### config.mk
export PLATFORM = sky130hd
export DESIGN_NAME = lane_split_seq
export DESIGN_NICKNAME = d
export VERILOG_FILES = /design/src/rtl/lane_split_pkg.sv /design/src/rtl/lane_split_plan.sv /design/src/rtl/lane_split_areas.sv /design/src/rtl/lane_split_seq.sv
export SDC_FILE = /design/constraint.sdc
export NUM_CORES = 1
export LEC_CHECK = 0
export BUFFER_PORTS_ARGS = -buffer_cell sky130_fd_sc_hd__clkbuf_2
export CORE_MARGIN = 5
export CORE_UTILIZATION = 59
export CTS_CLUSTER_DIAMETER = 200
export CTS_CLUSTER_SIZE = 25
export DETAILED_ROUTE_END_ITERATION = 7
export GPL_TIMING_DRIVEN = 0
export PLACE_DENSITY = 0.91
export SYNTH_ARGS = -nofsm -noshare
export SYNTH_HDL_FRONTEND = slang
export SYNTH_HIERARCHICAL = 1
export SYNTH_SLANG_ARGS = --single-unit
### constraint.sdc
create_clock -name clk -period 8.7 [get_ports clk]
set_input_delay 0 -clock clk [delete_from_list [all_inputs] [get_ports clk]]
set_output_delay 0 -clock clk [all_outputs]
set_load 0.02 [all_outputs]
### src/rtl/lane_split_pkg.sv
package lane_split_pkg;

    typedef enum logic [1:0] {
        OP_B8  = 2'd0,
        OP_B16 = 2'd1,
        OP_B32 = 2'd2
    } opsize_e;

    // What a single bus cycle does with the operand
    typedef struct packed {
        logic [1:0] off;      // added to the start address
        logic       lo_use;
        logic       hi_use;
        logic [1:0] lo_byte;  // operand byte carried on the low lane
        logic [1:0] hi_byte;  // operand byte carried on the high lane
        logic       last;
    } lane_step_t;

endpackage

### src/rtl/lane_split_plan.sv
module lane_split_plan
    import lane_split_pkg::*;
(
    input  logic [1:0]  size,
    input  logic        odd_start,
    input  logic        narrow,
    input  logic [1:0]  step,
    output lane_step_t  plan
);

    logic [2:0] nbytes;
    logic [2:0] off3;
    logic [2:0] lob;
    logic [2:0] hib;
    logic [2:0] top;
    logic       first_odd;

    always_comb begin
        case (size)
            OP_B8:   nbytes = 3'd1;
            OP_B16:  nbytes = 3'd2;
            default: nbytes = 3'd4;
        endcase
        first_odd = odd_start && (step == 2'd0);
        plan      = '0;
        if (narrow) begin
            // one byte per cycle, always on the low lane
            off3        = {1'b0, step};
            lob         = off3;
            hib         = 3'd7;
            plan.lo_use = 1'b1;
            plan.hi_use = 1'b0;
            top         = lob;
        end else begin
            // wide bus: each cycle after the first begins at an even address
            off3        = (step == 2'd0) ? 3'd0 : ({step, 1'b0} - {2'b00, odd_start});
            lob         = off3;
            hib         = first_odd ? 3'd0 : off3 + 3'd1;
            plan.lo_use = !first_odd && (lob < nbytes);
            plan.hi_use = hib < nbytes;
            top         = plan.hi_use ? hib : lob;
        end
        plan.off     = off3[1:0];
        plan.lo_byte = lob[1:0];
        plan.hi_byte = hib[1:0];
        plan.last    = (top == nbytes - 3'd1);
    end

endmodule

### src/rtl/lane_split_areas.sv
module lane_split_areas #(
    parameter int AREAS       = 4,
    parameter int AREA_W      = 2,
    parameter int ON_AT_RESET = 2
) (
    input  logic              clk,
    input  logic              rst_n,
    input  logic              cfg_we,
    input  logic [AREA_W-1:0] cfg_idx,
    input  logic              cfg_en,
    input  logic              cfg_nar,
    input  logic [AREA_W-1:0] look_idx,
    output logic              narrow_o,
    output logic [AREAS-1:0]  cs_o
);

    typedef struct packed {
        logic [AREAS-1:0] en;
        logic [AREAS-1:0] nar;
    } area_regs_t;

    area_regs_t r_d, r_q;

    always_comb begin
        r_d = r_q;
        if (cfg_we) begin
            r_d.en[cfg_idx]  = cfg_en;
            r_d.nar[cfg_idx] = cfg_nar;
        end
    end

    always_ff @(posedge clk or negedge rst_n) begin
        if (!rst_n) begin
            r_q.en  <= AREAS'(1) << ON_AT_RESET;
            r_q.nar <= '0;
        end else begin
            r_q <= r_d;
        end
    end

    // a disabled area falls back to the wide bus
    assign narrow_o = r_q.en[look_idx] && r_q.nar[look_idx];

    for (genvar g = 0; g < AREAS; g++) begin : g_cs
        assign cs_o[g] = (look_idx == AREA_W'(g)) && r_q.en[g];
    end

    p_cfg_write_r2: assert property (@(posedge clk) disable iff (!rst_n)
        cfg_we |=> (r_q.en[$past(cfg_idx)] == $past(cfg_en))
                && (r_q.nar[$past(cfg_idx)] == $past(cfg_nar)));

    p_cs_enabled_r3: assert property (@(posedge clk) disable iff (!rst_n)
        $onehot0(cs_o) && ((cs_o & ~r_q.en) == '0));

endmodule

### src/rtl/lane_split_seq.sv
module lane_split_seq
    import lane_split_pkg::*;
#(
    parameter int ADDR_W = 16,
    parameter int AREAS  = 4
) (
    input  logic                       clk,
    input  logic                       rst_n,
    input  logic                       cfg_we,
    input  logic [$clog2(AREAS)-1:0]   cfg_area,
    input  logic                       cfg_enable,
    input  logic                       cfg_narrow,
    input  logic                       req_valid,
    output logic                       req_ready,
    input  logic [1:0]                 req_size,
    input  logic [ADDR_W-1:0]          req_addr,
    input  logic                       req_write,
    input  logic [31:0]                req_wdata,
    output logic                       done,
    output logic [31:0]                rdata,
    output logic [ADDR_W-1:0]          bus_addr,
    output logic [AREAS-1:0]           bus_cs,
    output logic                       bus_rd,
    output logic                       bus_wr,
    output logic                       bus_we_lo,
    output logic                       bus_we_hi,
    output logic [15:0]                bus_dout,
    input  logic [15:0]                bus_din
);

    localparam int AREA_W = $clog2(AREAS);

    typedef struct packed {
        logic              busy;
        logic [1:0]        step;
        logic [1:0]        size;
        logic [ADDR_W-1:0] addr;
        logic              write;
        logic [31:0]       wdata;
        logic              narrow;
        logic [AREAS-1:0]  cs;
        logic [31:0]       hold;
        logic              done;
    } seq_state_t;

    seq_state_t s_d, s_q;
    lane_step_t plan;
    logic              area_narrow;
    logic [AREAS-1:0]  area_cs;

    lane_split_areas #(
        .AREAS       (AREAS),
        .AREA_W      (AREA_W),
        .ON_AT_RESET (2)
    ) i_areas (
        .clk      (clk),
        .rst_n    (rst_n),
        .cfg_we   (cfg_we),
        .cfg_idx  (cfg_area),
        .cfg_en   (cfg_enable),
        .cfg_nar  (cfg_narrow),
        .look_idx (req_addr[ADDR_W-1 -: AREA_W]),
        .narrow_o (area_narrow),
        .cs_o     (area_cs)
    );

    lane_split_plan i_plan (
        .size      (s_q.size),
        .odd_start (s_q.addr[0]),
        .narrow    (s_q.narrow),
        .step      (s_q.step),
        .plan      (plan)
    );

    always_comb begin
        s_d      = s_q;
        s_d.done = 1'b0;
        if (!s_q.busy) begin
            if (req_valid) begin
                s_d.busy   = 1'b1;
                s_d.step   = 2'd0;
                s_d.size   = req_size;
                s_d.addr   = req_addr;
                s_d.write  = req_write;
                s_d.wdata  = req_wdata;
                s_d.narrow = area_narrow;
                s_d.cs     = area_cs;
                s_d.hold   = '0;
            end
        end else begin
            if (!s_q.write) begin
                if (plan.lo_use) s_d.hold[{plan.lo_byte, 3'b000} +: 8] = bus_din[7:0];
                if (plan.hi_use) s_d.hold[{plan.hi_byte, 3'b000} +: 8] = bus_din[15:8];
            end
            if (plan.last) begin
                s_d.busy = 1'b0;
                s_d.done = 1'b1;
            end else begin
                s_d.step = s_q.step + 2'd1;
            end
        end
    end

    always_ff @(posedge clk or negedge rst_n) begin
        if (!rst_n) s_q <= '0;
        else        s_q <= s_d;
    end

    assign req_ready = !s_q.busy;
    assign done      = s_q.done;
    assign rdata     = s_q.hold;
    assign bus_rd    = s_q.busy && !s_q.write;
    assign bus_wr    = s_q.busy && s_q.write;
    assign bus_cs    = s_q.busy ? s_q.cs : '0;
    assign bus_addr  = s_q.addr + ADDR_W'(plan.off);
    assign bus_we_lo = bus_wr && plan.lo_use;
    assign bus_we_hi = bus_wr && plan.hi_use;
    assign bus_dout  = {bus_we_hi ? s_q.wdata[{plan.hi_byte, 3'b000} +: 8] : 8'h00,
                        bus_we_lo ? s_q.wdata[{plan.lo_byte, 3'b000} +: 8] : 8'h00};

    p_cs_onehot_r3: assert property (@(posedge clk) disable iff (!rst_n)
        $onehot0(bus_cs));

    p_idle_quiet_r1: assert property (@(posedge clk) disable iff (!rst_n)
        req_ready |-> (bus_cs == '0) && !bus_rd && !bus_wr);

    p_strobe_write_only_r10: assert property (@(posedge clk) disable iff (!rst_n)
        (bus_we_lo || bus_we_hi) |-> bus_wr);

    p_busy_not_ready_r12: assert property (@(posedge clk) disable iff (!rst_n)
        (bus_rd || bus_wr) |-> !req_ready);

    p_done_pulse_r11: assert property (@(posedge clk) disable iff (!rst_n)
        done |=> !done);

    p_done_after_cycle_r11: assert property (@(posedge clk) disable iff (!rst_n)
        $rose(done) |-> $past(bus_rd || bus_wr));

endmodule

==> results of run 1 <==
cells in the mapped netlist, types with 8 or more instances:
cell type  count  area [um2]
nand2_1      208         781
dfrtp_1       99        2480
a21oi_1       42         210
buf_4         38         285
nor2_1        23        86.3
and3_1        18         113
ha_1          17         213
clkbuf_1      16        60.1
inv_1         16        60.1
o22ai_1       16         100
o21ai_0       15        75.1
xnor2_1       13         114
a32oi_1       11        96.3
a22oi_1       10        75.1
a22o_1         9        78.8
mux4_2         9         203
nand2b_1       9        56.3
xor2_1         9        78.8
and2_1         8        50.1
buf_2          8        40.0
mux2_1         8        90.1
mux4_1         8         210
nand3_1        8        40.0
critical path, cell delays in order, from the launching register on:
cell      delay (ns)
dfrtp_1         0.52
inv_1           0.13
ha_1            0.37
nand2b_1        0.19
xnor2_1         0.18
mux2_4          0.34
ha_1            0.32
a21oi_1         0.25
o21ai_2         0.15
nor2_1          0.30
clkbuf_1        0.44
nand2_1         0.26
a21oi_1         0.21
o21ai_0         0.10
a22o_1          0.25
cells in the final DEF, fill, tap and decap left out, types with 7 or more instances in the layout:
cell             n
mux4_1           8
and3_1          18
mux4_2           9
o21ai_0         15
a22oi_1         10
nand3_1          8
mux2_1           8
o22ai_1         16
a32oi_1         11
dfrtp_1         99
clkbuf_1        16
clkbuf_8         9
xor2_1           9
xnor2_1         13
clkbuf_2       148
a221oi_1         7
inv_1           16
nand2b_1         9
ha_1            17
buf_2            8
nand2_1        208
buf_4           38
nor2_1          23
and2_1           8
a21oi_1         42
a22o_1           9
dlygate4sd3_1   58
flip-flops by register name, summed over array words and instances, names as in the netlist:
| signal | flops |
|---|---|
| rdata | 32 |
| i_areas/r_q | 8 |
| done | 1 |
| s_q | 59 |
cells by family after synthesis:
| kind of cell | share of synthesized area (%) |
|---|---|
| AND/OR/NAND/NOR | 23.4 |
| flip-flops | 40.2 |
| XOR/XNOR | 3.09 |
| multiplexers | 8.48 |
| buffers and inverters | 7.71 |
| adder cells (fa/ha/maj) | 3.74 |
| AO/OA/AOI/OAI | 13.4 |
power by group through the flow:
stage / Clock, W / Combinational [W] / Sequential [W]
3_3_place_gp: 0 / 0.00200 / 0.000825
3_5_place_dp: 0 / 0.00206 / 0.000839
6_report: 0.000319 / 0.00214 / 0.000845
4_1_cts: 0.000318 / 0.00210 / 0.000830
5_1_grt: 0.000339 / 0.00232 / 0.000865
2_1_floorplan: 0 / 0.00159 / 0.000778
per-layer routing:
| metal | wire (um) | vias to the layer above | part of all wire [%] | global-route usage [%] |
|---|---|---|---|---|
| met5 | 0 | - | 0 | 0 |
| met4 | 860 | 0 | 4.4 | 13.5 |
| met3 | 2240 | 83 | 11 | 6.31 |
| met2 | 9430 | 468 | 48 | 52.3 |
| met1 | 7190 | 2905 | 36 | 39.6 |
| li1 | - | 2793 | - | - |
final cells by class:
cell class                      count  area [um2]
Timing Repair Buffer              207        1350
Antenna cell                        1        2.50
Clock buffer                        9         124
Inverter                           16        60.1
Tap cell                          136         170
Sequential cell                   100        2500
Multi-Input combinational cell    500        3240
Fill cell                         679        2360
Clock inverter                      7        83.8
Buffer                             69         420
path summary, 6_finish.rpt:
| path | start | endpoint | slack, ns |
|---|---|---|---|
| max | s_q[89]$_DFFE_PN0P_ | rdata[14]$_DFFE_PN0P_ | 4.58 |
| min | cfg_we | i_areas/r_q[3]$_DFFE_PN0P_ | 0.01 |
| max reg2reg | s_q[89]$_DFFE_PN0P_ | rdata[14]$_DFFE_PN0P_ | 4.58 |
| min reg2reg | s_q[36]$_DFFE_PN0P_ | s_q[36]$_DFFE_PN0P_ | 0.48 |
| max in group asynchronous | rst_n | i_areas/r_q[6]$_DFFE_PN1P_ | 7.80 |
| min in group asynchronous | rst_n | rdata[3]$_DFFE_PN0P_ | 0.17 |
stage by stage:
stage	setup WS, ns	util [%]	hold WS, ns
3_5_place_dp	4.78	69.4	0.0537
5_1_grt	4.23	77.1	0.0142
4_1_cts	4.64	77.1	0.00742
3_3_place_gp	4.83	69.2	0.193
6_report	4.58	77.1	0.0106
2_1_floorplan	5.37	-	-0.296
==> reports/qor.yml, run 1 <==
status: "finished, final reports clean"
critPathKind: "reg -> reg"
ant_nets: 0
synth_area_um2: 6230
slew-limit-headroom_pct: 45.4
place_hpwl_mm: 13.0
area_growth_pct: 27.8
final_area_um2: 7960
drv_cap: 0
crit_required_ns: 8.97
cts_root_buffer: "clkbuf_8"
post_cts_buffers: 0
worst_pin_slew_ns: 0.816
ctsHoldBuffers: 58
drc: 0
rsz0062_at_grt: "false"
final_hold_viol_count: 0
min_period_over_period_pct: 47.3
fmaxAchievable_mhz: 243
io_buffers: 148
die_area_um2: 12700
p_per_area_nw_per_um2: 415
drtIter0Drc: 540
drt-vias-per-instance: 5.98
tns_ns: 0
final_nets: 996
drive_gt1_share_pct: 26.4
peakVddDrop_v: 0.000204
grt_util_all_layers_pct: 31.3
dp_cells: 970
synth_ff_type: "dfrtp_1"
whs_path_depth: 3
maxSlewViolCount: 0
die_y_um: 113
switching_power_w: 0.00163
cts_buffer_depth: 2
syn_avg_cell_area_um2: 9.09
ys_seq_area_share_pct: 40.2
numCtsBuffers: 9
num_vias: 6249
hold_path.class: "in -> reg"
skew_ns: 0.0116
netlist_instances: 685
yosysUniqueCellTypes: 55
antenna_found_initial: 1
clk_latency_ns: 0.38
synth_edf_count: 0
cp-start-kind: "flip-flop"
postRouteWirelength_mm: 19.7
cts.clk_slew.worst_paths_ns: 0.11
coreArea_um2: 10300
dpl_cell_area_um2: 7170
period_needed_ns: 4.12
wire_per_inst_um: 18.9
path_max_fanout: 10
grt_pass1_vias: 6252
cts.repair.resized: 0
p_comb_share_pct: 64.7
end_kind: "flip-flop"
swShare_pct: 49.4
firstDrtPassIters: 6
rows: 37
syn_nets: 778
seqPwrFrac_pct: 25.6
ys.warnings.count: 6
ys_ff_latch: 100
die_w_um: 113
start_util_pct: 60.3
p_total_w: 0.00330
power_leakage_nw: 4.08
grt_overflow_total: 0
async_flop_share_pct: 100
grt_pass1_wl_mm: 31.8
p_int_w: 0.00167
final_cells: 1045
htreeDepth: 3
clkSinkCount: 100
cts_tree: "built"
routabilityCongestion: 0.886
grt_start_max_net_pins: 63
cp_data_arrival_time_ns: 4.38
finalSetupViolations: 0
clock_power_share_pct: 9.7
pin_count: 149
reg2reg_depth: 14
Power figures use the tool's default switching activity.
==> run 2, diff against run 1 <==
--- a/config.mk
+++ b/config.mk
@@ -7,12 +7,12 @@
 export LEC_CHECK = 0
 export BUFFER_PORTS_ARGS = -buffer_cell sky130_fd_sc_hd__clkbuf_2
 export CORE_MARGIN = 5
-export CORE_UTILIZATION = 59
+export CORE_UTILIZATION = 55
 export CTS_CLUSTER_DIAMETER = 200
 export CTS_CLUSTER_SIZE = 25
 export DETAILED_ROUTE_END_ITERATION = 7
 export GPL_TIMING_DRIVEN = 0
-export PLACE_DENSITY = 0.91
+export PLACE_DENSITY = 0.86
 export SYNTH_ARGS = -nofsm -noshare
 export SYNTH_HDL_FRONTEND = slang
 export SYNTH_HIERARCHICAL = 1
==> constraint.sdc (replaced) <==
create_clock -name clk -period 4 [get_ports clk]
set_input_delay 0 -clock clk [delete_from_list [all_inputs] [get_ports clk]]
set_output_delay 0 -clock clk [all_outputs]
set_load 0.02 [all_outputs]
==> run 2 against run 1 <==
Compared with the run above: hold slack better by 0.013 ns; total power grew 130%; critical path depth stayed put; final area rose by 1.0%; die area grew 6.6%; combinational power rose by 120%; sequential share of layout area shrank 0.30 points; first-iteration DRC count increased by 11%; global-route usage fell by 0.58 points; clock skew is 0.0013 ns lower; maximum frequency grew 8.6%; register-to-register slack worse by 4.4 ns; critical endpoint unchanged; largest cell class unchanged.
==> reports/qor.yml, run 2 (synthesis results as in run 1) <==
drive_gt1_share_pct: 26.9
num_vias: 6319
grt_pass1_vias: 6425
fmaxAchievable_mhz: 264
io_buffers: 148
ant_nets: 0
tns_ns: 0
htreeDepth: 3
power_leakage_nw: 4.12
place_hpwl_mm: 13.3
clk_latency_ns: 0.36
numCtsBuffers: 9
postRouteWirelength_mm: 20.3
cp-start-kind: "flip-flop"
final_nets: 993
layout_commonest_cell: "nand2_1"
grt_pass1_wl_mm: 32.6
final_area_um2: 8040
hold_path_end: "i_areas/r_q[7]$_DFFE_PN0P_"
crit_required_ns: 4.25
min_period_over_period_pct: 94.8
skew_ns: 0.0103
regToRegEndpoint: "rdata[14]$_DFFE_PN0P_"
slew-limit-headroom_pct: 45.1
insertedDiodeCount: 0
path_max_fanout: 10
rr_startpoint: "s_q[89]$_DFFE_PN0P_"
area_growth_pct: 29.1
r2r_slack_ns: 0.21
critPathKind: "reg -> reg"
die_area_um2: 13600
pin_count: 149
die_w_um: 116
grt_overflow_total: 0
drc: 0
cts_tree: "built"
finalSetupViolations: 0
firstDrtPassIters: 6
drt-vias-per-instance: 6.05
post_cts_buffers: 0
cts_buffer_depth: 2
rows: 38
fillers: 768
antenna_found_initial: 0
cts.clk_slew.worst_paths_ns: 0.09
drtIter0Drc: 600
whs_path_depth: 3
start_util_pct: 56.7
p_per_area_nw_per_um2: 926
reg2reg_depth: 14
worst_pin_slew_ns: 0.820
cp_data_arrival_time_ns: 4.04
drv_cap: 0
grt_util_all_layers_pct: 30.7
dpl_cell_area_um2: 7170
final_hold_viol_count: 0
largest_reg_flops: 59
rsz0062_at_grt: "false"
hold_path.class: "in -> reg"
top_register: "s_q"
clkSinkCount: 100
end_kind: "flip-flop"
grt_start_max_net_pins: 59
hold_slack_ns: 0.0233
peakVddDrop_v: 0.000523
die_y_um: 116
routabilityCongestion: 0.917
worstHoldStart: "cfg_we"
wire_per_inst_um: 19.4
cts_root_buffer: "clkbuf_16"
coreArea_um2: 11000
layout_common_cells: "nand2_1 (208), clkbuf_2 (149), dfrtp_1 (98), dlygate4sd3_1 (55), a21oi_1 (42)"
period_needed_ns: 3.79
maxSlewViolCount: 0
status: "finished, final reports clean"
-- run 2: cell types whose count changed in the layout (fill, tap and decap cells not counted), sizes merged --
| cell | previous run | this run |
|---|---|---|
| clkinv | 1 | 3 |
| inv | 19 | 20 |
| diode | 1 | 0 |
| dlygate4sd3 | 58 | 55 |
| bufinv | 1 | 0 |
| clkinvlp | 2 | 0 |
-- run 2: power by group --
part / internal [W] / total [W] / leakage [nW] / switching (W)
logic: 0.00191 / 0.00471 / 2.71 / 0.00280
registers: 0.00144 / 0.00184 / 1.26 / 0.000402
clock network: 0.000446 / 0.000896 / 0.149 / 0.000450
total: 0.00379 / 0.00744 / 4.12 / 0.00365
-- run 2: timing repair --
action / 4_1_cts / 5_1_grt
pin swaps: 0 / 0
setup endpoints to repair: 1 / 15
resized for setup: 1 / 3
endpoints found under the hold margin: 102 / 0
hold buffers: 55 / 0
-- run 2: worst max path at each step --
stage,depth (start not counted),to,slack [ns],start
2_1_floorplan,14,rdata[14]$_DFFE_PN0P_,0.67,s_q[89]$_DFFE_PN0P_
3_3_place_gp,14,rdata[14]$_DFFE_PN0P_,0.06,s_q[89]$_DFFE_PN0P_
3_5_place_dp,14,rdata[14]$_DFFE_PN0P_,-0.01,s_q[89]$_DFFE_PN0P_
4_1_cts,13,rdata[4]$_DFFE_PN0P_,0.05,s_q[89]$_DFFE_PN0P_
5_1_grt,14,rdata[14]$_DFFE_PN0P_,0.05,s_q[89]$_DFFE_PN0P_
6_report,14,rdata[14]$_DFFE_PN0P_,0.21,s_q[89]$_DFFE_PN0P_
-- run 2: cell type report --
| type | instances | area [um2] | share of cell area, % |
|---|---|---|---|
| Buffer | 69 | 422 | 5.24 |
| Clock buffer | 9 | 225 | 2.80 |
| Clock inverter | 7 | 76.3 | 0.949 |
| Inverter | 16 | 60.1 | 0.747 |
| Multi-Input combinational cell | 500 | 3260 | 40.5 |
| Sequential cell | 100 | 2500 | 31.2 |
| Tap cell | 140 | 175 | 2.18 |
| Timing Repair Buffer | 204 | 1320 | 16.4 |
-- run 2: metrics by stage --
step | power (W) | cells | util [%] | worst slack [ns]
6_report | 0.00744 | 1045 | 73.2 | 0.208
3_5_place_dp | 0.00633 | 974 | 65.3 | -0.0122
5_1_grt | 0.00794 | 1045 | 73.2 | 0.0513
2_1_floorplan | 0.00515 | 685 | - | 0.666
3_3_place_gp | 0.00618 | 973 | 65.0 | 0.0643
4_1_cts | 0.00729 | 1045 | 73.1 | 0.0534
-- run 2: critical path, stage by stage, from the launching register on --
cell and delay (ns):
dfrtp_2 0.46, inv_1 0.11, ha_1 0.36, nand2b_1 0.19, xnor2_1 0.20, mux2_4 0.34
ha_1 0.31, a21oi_1 0.24, o21ai_2 0.14, nor2_2 0.22, clkbuf_2 0.29, nand2_1 0.23
a21oi_1 0.25, o21ai_0 0.11, a22o_1 0.23
-- run 2: per-layer routing --
metal	GRT usage (%)	vias up	wire [um]	part of all wire, %
met1	39.0	2974	7470	37
li1	-	2778	-	-
met4	15.5	0	1030	5.1
met5	0	-	0	0
met3	6.94	108	2200	11
met2	49.4	459	9570	47
